File: src/rtl/bitop_pkg.sv
package bitop_pkg;

  localparam int REG_IDX_W = 4;
  localparam int BIT_IDX_W = 3;
  localparam int DISP_W    = 12;
  localparam int BYTE_W    = 1 << BIT_IDX_W;

  typedef enum logic [3:0] {
    OP_CLR, OP_SET, OP_STT, OP_LDT, OP_LDN,
    OP_AND, OP_ANDN, OP_OR, OP_ORN, OP_BAD
  } bitop_e;

  typedef struct packed {
    logic                 legal;
    logic                 is_mem;
    bitop_e               op;
    logic [REG_IDX_W-1:0] rn;
    logic [BIT_IDX_W-1:0] bidx;
    logic [DISP_W-1:0]    disp;
  } bitop_dec_t;

  function automatic logic op_writes(bitop_e op);
    return (op == OP_CLR) || (op == OP_SET) || (op == OP_STT);
  endfunction

endpackage

File: src/rtl/bitop_decode.sv
module bitop_decode
  import bitop_pkg::*;
(
  input  logic [15:0] hi,
  input  logic [15:0] lo,
  output bitop_dec_t  dec
);

  always_comb begin
    dec    = '0;
    dec.op = OP_BAD;
    if (hi[15:9] == 7'b1000011) begin
      dec.legal = 1'b1;
      dec.rn    = hi[7:4];
      dec.bidx  = hi[2:0];
      unique case ({hi[8], hi[3]})
        2'b00:   dec.op = OP_CLR;
        2'b01:   dec.op = OP_SET;
        2'b10:   dec.op = OP_STT;
        default: dec.op = OP_LDT;
      endcase
    end else if (hi[15:12] == 4'b0011 && !hi[7] && hi[3:0] == 4'b1001) begin
      dec.is_mem = 1'b1;
      dec.rn     = hi[11:8];
      dec.bidx   = hi[6:4];
      dec.disp   = lo[11:0];
      unique case (lo[15:12])
        4'h0:    dec.op = OP_CLR;
        4'h1:    dec.op = OP_SET;
        4'h2:    dec.op = OP_STT;
        4'h3:    dec.op = OP_LDT;
        4'hB:    dec.op = OP_LDN;
        4'h4:    dec.op = OP_AND;
        4'hC:    dec.op = OP_ANDN;
        4'h5:    dec.op = OP_OR;
        4'hD:    dec.op = OP_ORN;
        default: dec.op = OP_BAD;
      endcase
      dec.legal = (dec.op != OP_BAD);
    end
  end

endmodule

File: src/rtl/bitop_alu.sv
module bitop_alu
  import bitop_pkg::*;
#(
  parameter int DW = 8
) (
  input  bitop_e               op,
  input  logic [BIT_IDX_W-1:0] bidx,
  input  logic [DW-1:0]        din,
  input  logic                 t_in,
  output logic [DW-1:0]        dout,
  output logic                 t_res
);

  logic [DW-1:0] mask;
  logic          sel;

  assign mask = DW'(1) << bidx;
  assign sel  = |(din & mask);

  always_comb begin
    dout  = din;
    t_res = t_in;
    unique case (op)
      OP_CLR:  dout  = din & ~mask;
      OP_SET:  dout  = din | mask;
      OP_STT:  dout  = t_in ? (din | mask) : (din & ~mask);
      OP_LDT:  t_res = sel;
      OP_LDN:  t_res = ~sel;
      OP_AND:  t_res = sel & t_in;
      OP_ANDN: t_res = ~sel & t_in;
      OP_OR:   t_res = sel | t_in;
      OP_ORN:  t_res = ~sel | t_in;
      default: begin
        dout  = din;
        t_res = t_in;
      end
    endcase
  end

endmodule

File: src/rtl/bitop_exec_unit.sv
module bitop_exec_unit
  import bitop_pkg::*;
#(
  parameter int XLEN = 32
) (
  input  logic                 clk,
  input  logic                 rst_n,
  input  logic                 insn_valid,
  input  logic [15:0]          insn_hi,
  input  logic [15:0]          insn_lo,
  output logic [REG_IDX_W-1:0] rf_raddr,
  input  logic [XLEN-1:0]      rf_rdata,
  output logic                 rf_we,
  output logic [REG_IDX_W-1:0] rf_waddr,
  output logic [XLEN-1:0]      rf_wdata,
  output logic [XLEN-1:0]      mem_addr,
  output logic                 mem_re,
  output logic                 mem_we,
  output logic [BYTE_W-1:0]    mem_wdata,
  input  logic [BYTE_W-1:0]    mem_rdata,
  input  logic                 mem_ready,
  input  logic                 t_in,
  output logic                 t_we,
  output logic                 t_out,
  output logic                 busy,
  output logic                 done,
  output logic                 illegal
);

  typedef enum logic [2:0] {S_IDLE, S_REG, S_ADDR, S_READ, S_WB, S_ILL} st_e;

  // reset: asserted asynchronously, released on a clock edge
  logic rst_meta, rst_sync;
  always_ff @(posedge clk or negedge rst_n) begin
    if (!rst_n) begin
      rst_meta <= 1'b0;
      rst_sync <= 1'b0;
    end else begin
      rst_meta <= 1'b1;
      rst_sync <= rst_meta;
    end
  end

  bitop_dec_t dec_w;
  bitop_decode u_dec (.hi(insn_hi), .lo(insn_lo), .dec(dec_w));

  st_e                  state_q, state_d;
  bitop_e               op_q;
  logic [REG_IDX_W-1:0] rn_q;
  logic [BIT_IDX_W-1:0] bidx_q;
  logic [DISP_W-1:0]    disp_q;
  logic [XLEN-1:0]      addr_q, addr_d;
  logic [BYTE_W-1:0]    byte_q;
  logic                 accept, addr_en, byte_en, wr_op;

  assign wr_op   = op_writes(op_q);
  assign addr_d  = rf_rdata + XLEN'(disp_q);
  assign addr_en = (state_q == S_ADDR);
  assign byte_en = (state_q == S_READ) && mem_ready;

  // next state
  always_comb begin
    state_d = state_q;
    accept  = 1'b0;
    unique case (state_q)
      S_IDLE: if (insn_valid) begin
        accept = 1'b1;
        if (!dec_w.legal)     state_d = S_ILL;
        else if (dec_w.is_mem) state_d = S_ADDR;
        else                   state_d = S_REG;
      end
      S_REG:  state_d = S_IDLE;
      S_ILL:  state_d = S_IDLE;
      S_ADDR: state_d = S_READ;
      S_READ: if (mem_ready) state_d = S_WB;
      S_WB:   if (!wr_op || mem_ready) state_d = S_IDLE;
      default: state_d = S_IDLE;
    endcase
  end

  // registers
  always_ff @(posedge clk or negedge rst_sync) begin
    if (!rst_sync) begin
      state_q <= S_IDLE;
      op_q    <= OP_BAD;
      rn_q    <= '0;
      bidx_q  <= '0;
      disp_q  <= '0;
      addr_q  <= '0;
      byte_q  <= '0;
    end else begin
      state_q <= state_d;
      if (accept) begin
        op_q   <= dec_w.op;
        rn_q   <= dec_w.rn;
        bidx_q <= dec_w.bidx;
        disp_q <= dec_w.disp;
      end
      if (addr_en) addr_q <= addr_d;
      if (byte_en) byte_q <= mem_rdata;
    end
  end

  logic [XLEN-1:0]   reg_new;
  logic              reg_t;
  logic [BYTE_W-1:0] byte_new;
  logic              byte_t;

  bitop_alu #(.DW(XLEN)) u_reg_alu (
    .op(op_q), .bidx(bidx_q), .din(rf_rdata), .t_in(t_in),
    .dout(reg_new), .t_res(reg_t)
  );

  bitop_alu #(.DW(BYTE_W)) u_byte_alu (
    .op(op_q), .bidx(bidx_q), .din(byte_q), .t_in(t_in),
    .dout(byte_new), .t_res(byte_t)
  );

  assign rf_raddr  = rn_q;
  assign rf_waddr  = rn_q;
  assign rf_wdata  = reg_new;
  assign mem_addr  = addr_q;
  assign mem_wdata = byte_new;
  assign busy      = (state_q != S_IDLE);

  // outputs
  always_comb begin
    rf_we   = 1'b0;
    mem_re  = 1'b0;
    mem_we  = 1'b0;
    t_we    = 1'b0;
    t_out   = t_in;
    done    = 1'b0;
    illegal = 1'b0;
    unique case (state_q)
      S_REG: begin
        rf_we = wr_op;
        t_we  = !wr_op;
        t_out = reg_t;
        done  = 1'b1;
      end
      S_READ: mem_re = 1'b1;
      S_WB: begin
        if (wr_op) begin
          mem_we = 1'b1;
          done   = mem_ready;
        end else begin
          t_we  = 1'b1;
          t_out = byte_t;
          done  = 1'b1;
        end
      end
      S_ILL: begin
        illegal = 1'b1;
        done    = 1'b1;
      end
      default: ;
    endcase
  end

  // an unrecognised instruction commits nothing
  a_r9_illegal_quiet: assert property (@(posedge clk) disable iff (!rst_n)
    illegal |-> (done && !rf_we && !mem_we && !t_we));

  // at most one kind of commit per cycle
  a_r6_single_commit: assert property (@(posedge clk) disable iff (!rst_n)
    $onehot0({rf_we, mem_we, t_we}));

  // a read and a write are never requested together
  a_r4_no_re_we: assert property (@(posedge clk) disable iff (!rst_n)
    !(mem_re && mem_we));

  // a stalled read keeps its request and address
  a_r8_stall_hold: assert property (@(posedge clk) disable iff (!rst_n)
    (mem_re && !mem_ready) |=> (mem_re && $stable(mem_addr)));

  // done only while busy and never two cycles in a row
  a_r7_done_in_busy: assert property (@(posedge clk) disable iff (!rst_n)
    done |-> busy);
  a_r7_done_pulse: assert property (@(posedge clk) disable iff (!rst_n)
    done |=> !done);

  // busy holds until the instruction completes
  a_r10_busy_hold: assert property (@(posedge clk) disable iff (!rst_n)
    (busy && !done) |=> busy);

  // a write-back only follows a read of the same address
  a_r5_wb_after_read: assert property (@(posedge clk) disable iff (!rst_n)
    $rose(mem_we) |-> ($past(mem_re) && $stable(mem_addr)));

endmodule

File: config.mk
export PLATFORM = sky130hd
export DESIGN_NAME = bitop_exec_unit
export DESIGN_NICKNAME = d
export VERILOG_FILES = /design/src/rtl/bitop_pkg.sv /design/src/rtl/bitop_decode.sv /design/src/rtl/bitop_alu.sv /design/src/rtl/bitop_exec_unit.sv
export SDC_FILE = /design/constraint.sdc
export NUM_CORES = 1
export LEC_CHECK = 0
export ABC_AREA = 1
export ABC_CLOCK_PERIOD_IN_PS = 2300
export BUFFER_PORTS_ARGS = -buffer_cell sky130_fd_sc_hd__buf_4
export CORE_ASPECT_RATIO = 0.75
export CORE_MARGIN = 4
export CORE_UTILIZATION = 47
export DETAILED_ROUTE_END_ITERATION = 7
export PLACE_DENSITY = 0.84
export SYNTH_ARGS = -nofsm -noshare
export SYNTH_HDL_FRONTEND = slang
export SYNTH_SLANG_ARGS = --single-unit
File: constraint.sdc
create_clock -name clk -period 2.3 [get_ports clk]
set_clock_uncertainty 0.15 [all_clocks]
set_input_delay 0.345 -clock clk [delete_from_list [all_inputs] [get_ports clk]]
set_output_delay 0.345 -clock clk [all_outputs]
set_load 0.02 [all_outputs]
# Yosys cells after proc, flatten, opt, wreduce, memory -nomap -nowiden
# Memory sizes are Yosys's and may differ from the RTL's.
# Cells that the tools add are included.
[classes] n_reduce_logical=16 mux=33 shift=2 bitwise=18 n_eq_ne=22 add_sub_neg=1
[ops] operator="$pmux W32 S3" n=1
[ops] operator="$and A32 B32 Y32" n=2
[ops] operator="$add A32 B12 Y32" n=1
[ops] operator="$mux W32" n=1
[ops] operator="$not A32 Y32" n=1
[ops] operator="$or A32 B32 Y32" n=1
[ops] operator="$reduce_or A32 Y1" n=1
[ops] operator="$shl A1 B3 Y32 const A" n=1
[ops] operator="$mux W25" n=1
[ops] operator="$pmux W8 S3" n=1
[ops] operator="$and A8 B8 Y8" n=2
[ops] operator="$eq A4 B3 Y1 const B" n=4
[ops] operator="$eq A4 B2 Y1 const B" n=3
[ops] operator="$mux W1" n=12
[ops] operator="$mux W12" n=1
[ops] operator="$mux W3" n=4
[ops] operator="$pmux W1 S6" n=2
[ops] operator="$pmux W3 S4" n=1
[ops] operator="$mux W11" n=1
[ops] operator="$eq A4 B4 Y1 const B" n=2
[ops] operator="$mux W4" n=2
[ops] operator="$mux W8" n=1
[ops] operator="$not A8 Y8" n=1
[ops] operator="$or A8 B8 Y8" n=1
[ops] operator="other kinds (26)" n=44
[word_totals] word_cells=102 inputBits=77 memories=1 register_bits=68 out_inout_bits=88 mem_bits_ro=64
[memory_table] memory="(no name shown)" depth=16 width=4 read_ports=1 rd_ports_with_merged_regs=0 wr=0 line_no="bitop_decode.sv:27" text="unique case (lo[15:12])"

# Longest topological paths before layout
[depth] word_depth=12 mapped_depth=14

# Hierarchy
# A second synthesis with hierarchy kept.
[unflattened] hier_cells=836 area_unflattened_um2=5664.2
[modules_own_cells] mod="bitop_exec_unit" seq_area_each_um2=1704.1 cells_each=546 area_per_inst_um2=4231.6 instances=1
[modules_own_cells] mod="bitop_alu at u_reg_alu" seq_area_each_um2=0.0 cells_each=109 area_per_inst_um2=528.0 instances=1
[modules_own_cells] mod="bitop_alu at u_byte_alu" seq_area_each_um2=0.0 cells_each=80 area_per_inst_um2=452.9 instances=1
[modules_own_cells] mod="bitop_decode" seq_area_each_um2=0.0 cells_each=101 area_per_inst_um2=451.7 instances=1

# Least setup slack after synthesis
# OpenSTA, ideal clock, no wires.
[synth_path] kind="flip-flop to output port" start="reg op_q[0]" end="out t_out" required_time_ns=1.805 arrival_ns=1.691 slack_ns=0.114 path_stages_with_launch=8 n_path_buf=0 cell_sequence="dfstp_2 -> nand2_1 -> nand2_2 -> inv_1 -> a21oi_1 -> o2111ai_1 -> nand2_1 -> nand3_1"
[synth_via] elab_chain_len=5
[synth_rtl] item="start, declared" line_no="bitop_exec_unit.sv:48" text="bitop_e op_q;"
[synth_rtl] item="start signal, assigned" line_no="bitop_exec_unit.sv:94" text="op_q <= dec_w.op;"
[synth_rtl] item="branches (longest 4 deep; another with $pmux W1 S6)"
[synth_rtl] item="$pmux W1 S2 (*)" line_no="bitop_exec_unit.sv:135" text="unique case (state_q)"
[synth_rtl] item="end, declared" line_no="bitop_exec_unit.sv:24" text="output logic t_out,"
# Every way passes the cells marked *.

# Worst setup path after layout
[layout_path] start="reg bidx_q[1]" end="out t_out"
[layout_via] elab_chain_len=8
[layout_rtl] item="start, declared" line_no="bitop_exec_unit.sv:50" text="logic [BIT_IDX_W-1:0] bidx_q;"
[layout_rtl] item="start signal, assigned" line_no="bitop_exec_unit.sv:96" text="bidx_q <= dec_w.bidx;"
[layout_rtl] item="$shl A1 B3 Y8" line_no="bitop_alu.sv:17" text="assign mask = DW'(1) << bidx;"
[layout_rtl] item="$and A8 B8 Y8" line_no="bitop_alu.sv:18" text="assign sel = |(din & mask);"
[layout_rtl] item="$reduce_or A8 Y1" line_no="bitop_alu.sv:18"
[layout_rtl] item="$not A1 Y1" line_no="bitop_alu.sv:28, bitop_alu.sv:30, bitop_alu.sv:32"
[layout_rtl] item="$or A1 B1 Y1 / $and A1 B1 Y1 (equally long branches)" line_no="bitop_alu.sv:32, bitop_alu.sv:30"
[layout_rtl] item="$pmux W1 S6" line_no="bitop_alu.sv:23" text="unique case (op)"
[layout_rtl] item="$mux W1" line_no="bitop_exec_unit.sv:144" text="if (wr_op) begin"
[layout_rtl] item="$pmux W1 S2 (*)" line_no="bitop_exec_unit.sv:135"
# Every way passes the cells marked *; elsewhere a longest branch is shown, timed or not.

==> impl_results.rst <==
.. list-table::
   :header-rows: 1

   * - Metric
     - Value
   * - Syn nets
     - about 840
   * - Max rail drop VDD
     - 440 uV
   * - Flops & latches, synth
     - slightly below 70
   * - Critical path endpoint category
     - output port
   * - Violated checks
     - negative hold slack, negative setup slack
   * - IO Port Bufs
     - 164
   * - Series of cell instances along the critical path
     - inv_4 > nor3_4 > nand2_1 > o21ai_0 > nor2_1 > nand2_1 > nor2_1 > nor2_1 > nand3_2 > buf_6
   * - Clock root buffer
     - sky130_fd_sc_hd__clkbuf_16
   * - Hold Vio Cnt, Final
     - 9
   * - Final setup violation count
     - 2
   * - Insertion delay to the later sink of the worst-skew pair
     - around 0.33 ns
   * - Inserted Clock Buffers
     - 9
   * - Number of library cell types mapped by synthesis
     - between 40 and 50
   * - Initial cell density of the core
     - 0.485
   * - Slowest CP cell
     - sky130_fd_sc_hd__dfrtp_2
   * - Average routed wire per standard cell
     - 14.7 um
   * - Setup slack of the worst register-to-register path
     - 0.18 ns
   * - Status
     - finished, violations left
   * - Floorplan die area
     - 0.0124 mm^2
   * - Reg clk slew, reported paths
     - ~0.050 ns
   * - Max frequency
     - roughly 430 MHz
   * - Avg Inst Size Synth
     - around 6.7 um^2
   * - Number of cells in the finished layout apart from fillers
     - 1042
   * - Via density
     - a little over 5
   * - Largest stage delay, worst path
     - 0.50 ns
   * - Cell total after placement
     - 1021
   * - Post-synthesis instance area
     - approximately 0.0050 mm^2
   * - Smallest setup slack after layout
     - -0.0398 ns
   * - Arrival time at the worst endpoint
     - roughly 1.8 ns
   * - Net count reported at finish
     - about 990
   * - Total Routed Length
     - ~15000 um
   * - Multiplexer share of the synthesized area
     - 0.00449
   * - Final worst-path cycle share
     - 1.02
   * - End-of-flow core utilization
     - 0.649
   * - Dominant combinational cell family by area after synthesis
     - simple AND/OR/NAND/NOR gates
   * - Simple logic cell fraction of the synthesized area
     - 0.375
   * - Proportion of layout cells with a drive suffix above 1
     - 0.288
   * - Number of global-route vias before repair
     - just under 5000
   * - Final critical-path required period
     - ~2.3 ns
   * - Count of unresolved DRC violations after routing
     - 0
   * - Synthesis warning total
     - 0
   * - Maximum count of clock buffers along a single path
     - 2
   * - Relative max-transition margin
     - 0.508
   * - Post-route worst hold slack
     - -0.00625 ns
   * - Chip height
     - 97.4 um
   * - Floorplan die width
     - 127 um
   * - Global-route wire length before repair
     - 24500 um
   * - Std cell rows
     - 32
   * - Detailed router's first-iteration violation count
     - about 480
   * - Number of placed I/O pins
     - between 150 and 200
   * - Pin count of the biggest net entering global routing
     - 55
   * - Via count
     - 5332
   * - Maximum level of the CTS H-tree
     - 3
   * - Initial antenna violation count
     - 0
   * - Clock sink count
     - 68
   * - GP Congestion
     - just under 1
   * - Cell leakage power
     - around 3.5 nW
   * - Sequential cell area fraction in the yosys report
     - 0.340
   * - Critical path required time
     - roughly 1.8 ns
   * - Unrepaired setup endpoints after global routing
     - yes
   * - Synth Area in Compound Gates
     - 0.108
   * - Post-Synth XOR/XNOR Area
     - 0.0140
   * - Leftover overflow at the end of global routing
     - 0
   * - Most instantiated flip-flop cell in the synthesis netlist
     - sky130_fd_sc_hd__dfrtp_1
   * - Hold Crit Class
     - reg -> async
   * - TritonCTS clock tree
     - built
   * - Number of detailed-route iterations in the first pass
     - 5
   * - Share of synthesized cell area in full adder, half adder and majority cells
     - 0.0340
   * - Count of flip-flops with a built-in enable after synthesis
     - 0
   * - Async set or reset register ratio after synthesis
     - 1.00
   * - Fillcell total
     - between 900 and 1000
   * - Count of nets left with antenna violations after detail routing
     - 0
   * - Post-synthesis to final-layout area growth
     - 33.8%
   * - Power density over the cells
     - between 600 and 700 mW/mm^2
   * - Critical path startpoint category
     - register
   * - Design Power
     - 4.17 mW
   * - Max-cap violations
     - 0
   * - Setup CP Type
     - reg -> out
   * - CP max FO
     - 7
   * - Worst Max-Slew Pin Slew
     - between 0.7 and 0.8 ns
   * - Number of instances in the synthesized netlist
     - roughly 750
   * - Most common cell on crit path
     - sky130_fd_sc_hd__nor2_1
   * - Antenna cells
     - 0
   * - Area of the placeable core
     - between 0.01 and 0.015 mm^2
   * - Placed wire-length estimate after detailed placement
     - about 12000 um
   * - Total track usage
     - 0.245
   * - Final slew viol count
     - 0
layout by cell type (no fill, tap or decap), types with 4 or more instances in the layout:
cell type / netlist / routed
sky130_fd_sc_hd__a21oi_1: 35 / 33
sky130_fd_sc_hd__o211ai_1: 5 / 5
sky130_fd_sc_hd__o21ai_2: 8 / 8
sky130_fd_sc_hd__nand3_1: 63 / 61
sky130_fd_sc_hd__dfrtp_2: 0 / 4
sky130_fd_sc_hd__or2_2: 6 / 6
sky130_fd_sc_hd__dfrtp_1: 66 / 62
sky130_fd_sc_hd__clkbuf_16: 0 / 9
sky130_fd_sc_hd__nand3b_1: 5 / 5
sky130_fd_sc_hd__ha_1: 12 / 10
sky130_fd_sc_hd__nor3_1: 7 / 7
sky130_fd_sc_hd__nand2_2: 10 / 11
sky130_fd_sc_hd__nand2_1: 236 / 234
sky130_fd_sc_hd__o22ai_1: 6 / 6
sky130_fd_sc_hd__o21ai_1: 8 / 12
sky130_fd_sc_hd__o21ai_0: 23 / 19
sky130_fd_sc_hd__xnor2_1: 6 / 6
sky130_fd_sc_hd__nor2_1: 60 / 59
sky130_fd_sc_hd__inv_1: 99 / 97
sky130_fd_sc_hd__nand4_1: 10 / 10
sky130_fd_sc_hd__buf_4: 4 / 175
sky130_fd_sc_hd__nor2_2: 4 / 4
sky130_fd_sc_hd__inv_2: 7 / 8
flip-flops by register name, summed over array words and instances, names as in the netlist:
signal	flops
mem_addr	32
disp_q	12
byte_q	8
op_q	4
rf_raddr	4
bidx_q	3
state_q	3
rst_meta	1
rst_sync	1
what timing repair did:
action | CTS | global route
setup endpoints to repair | 7 | 25
resized for setup | 9 | 18
pin swaps | 0 | 7
buffers inserted | 0 | 4
endpoints found under the hold margin | 2 | 0
hold buffers | 1 | 0
cells in the mapped netlist (3+ instances only):
master                     instances  share of area
sky130_fd_sc_hd__nand2_1         236           0.18
sky130_fd_sc_hd__inv_1            99          0.074
sky130_fd_sc_hd__dfrtp_1          66           0.33
sky130_fd_sc_hd__nand3_1          63          0.063
sky130_fd_sc_hd__nor2_1           60          0.045
sky130_fd_sc_hd__a21oi_1          35          0.035
sky130_fd_sc_hd__clkbuf_1         27          0.020
sky130_fd_sc_hd__o21ai_0          23          0.023
sky130_fd_sc_hd__ha_1             12          0.030
sky130_fd_sc_hd__nand2_2          10          0.012
sky130_fd_sc_hd__nand4_1          10          0.012
sky130_fd_sc_hd__o21ai_1           8         0.0080
sky130_fd_sc_hd__o21ai_2           8          0.014
sky130_fd_sc_hd__inv_2             7         0.0052
sky130_fd_sc_hd__nor3_1            7         0.0070
sky130_fd_sc_hd__o22ai_1           6         0.0075
sky130_fd_sc_hd__or2_2             6         0.0075
sky130_fd_sc_hd__xnor2_1           6          0.010
sky130_fd_sc_hd__buf_2             5         0.0050
sky130_fd_sc_hd__nand3b_1          5         0.0075
sky130_fd_sc_hd__nor3_2            5          0.010
sky130_fd_sc_hd__o211ai_1          5         0.0075
sky130_fd_sc_hd__buf_4             4         0.0060
sky130_fd_sc_hd__nor2_2            4         0.0050
sky130_fd_sc_hd__o221ai_1          3         0.0052
routing by layer:
metal,routed length [um],GRT usage,vias up
met4,201,0.0618,0
met2,6460,0.344,206
li1,-,-,2674
met5,0,0,-
met1,7320,0.366,2432
met3,1310,0.0731,20
cell families after synthesis:
| kind of cell | count (synthesis) |
|---|---|
| simple gates | 420 |
| buf+inv | 148 |
| compound gates | 93 |
| flops | 68 |
| fa+ha+maj | 13 |
| xor+xnor | 8 |
| mux | 2 |
| other cells | 1 |
critical path: cells and delay by family, from the launching register on:
kind,cells,cell delay (ns)
AND/OR/NAND/NOR,7,0.72
buffers and inverters,2,0.23
flip-flops,1,0.50
AO/OA/AOI/OAI,1,0.07
worst paths after layout:
kind | cells after the start | startpoint | endpoint
max | 10 | bidx_q[1]$_DFFE_PN0P_ | t_out
max in group asynchronous | 1 | rst_sync$_DFF_PN0_ | op_q[3]$_DFFE_PN1P_
min in group clk | 2 | mem_rdata[4] | byte_q[4]$_DFFE_PN0P_
min | 0 | rst_sync$_DFF_PN0_ | rf_raddr[3]$_DFFE_PN0P_
max reg2reg | 13 | disp_q[0]$_DFFE_PN0P_ | mem_addr[30]$_DFFE_PN0N_
min reg2reg | 0 | rst_sync$_DFF_PN0_ | rf_raddr[3]$_DFFE_PN0P_
metrics by stage:
stage	setup TNS [ns]	setup WS, ns	area [um^2]	hold WS [ns]
2_1_floorplan	0	0.114	5010	-0.101
3_3_place_gp	0	0.0977	6280	-0.0217
3_5_place_dp	0	0.0837	6280	-0.0212
4_1_cts	-0.0360	-0.0360	6620	0.00739
5_1_grt	-0.324	-0.185	6700	0.0216
6_report	-0.0525	-0.0398	6700	-0.00625
final cells by class:
class                           count  area, um^2  area share
Clock buffer                       14         264      0.0394
Clock inverter                      2        35.0     0.00523
Inverter                          107         405      0.0605
Multi-Input combinational cell    537        2770       0.412
Sequential cell                    68        1710       0.255
Tap cell                          136         170      0.0254
Timing Repair Buffer              178        1360       0.202
where the power goes:
group | switching (mW) | total (mW) | internal [mW]
logic | 0.854 | 1.40 | 0.547
registers | 0.0829 | 1.38 | 1.30
clock network | 0.483 | 1.38 | 0.897
total | 1.42 | 4.17 | 2.75
Note: power is estimated with default switching activity, not from simulation.
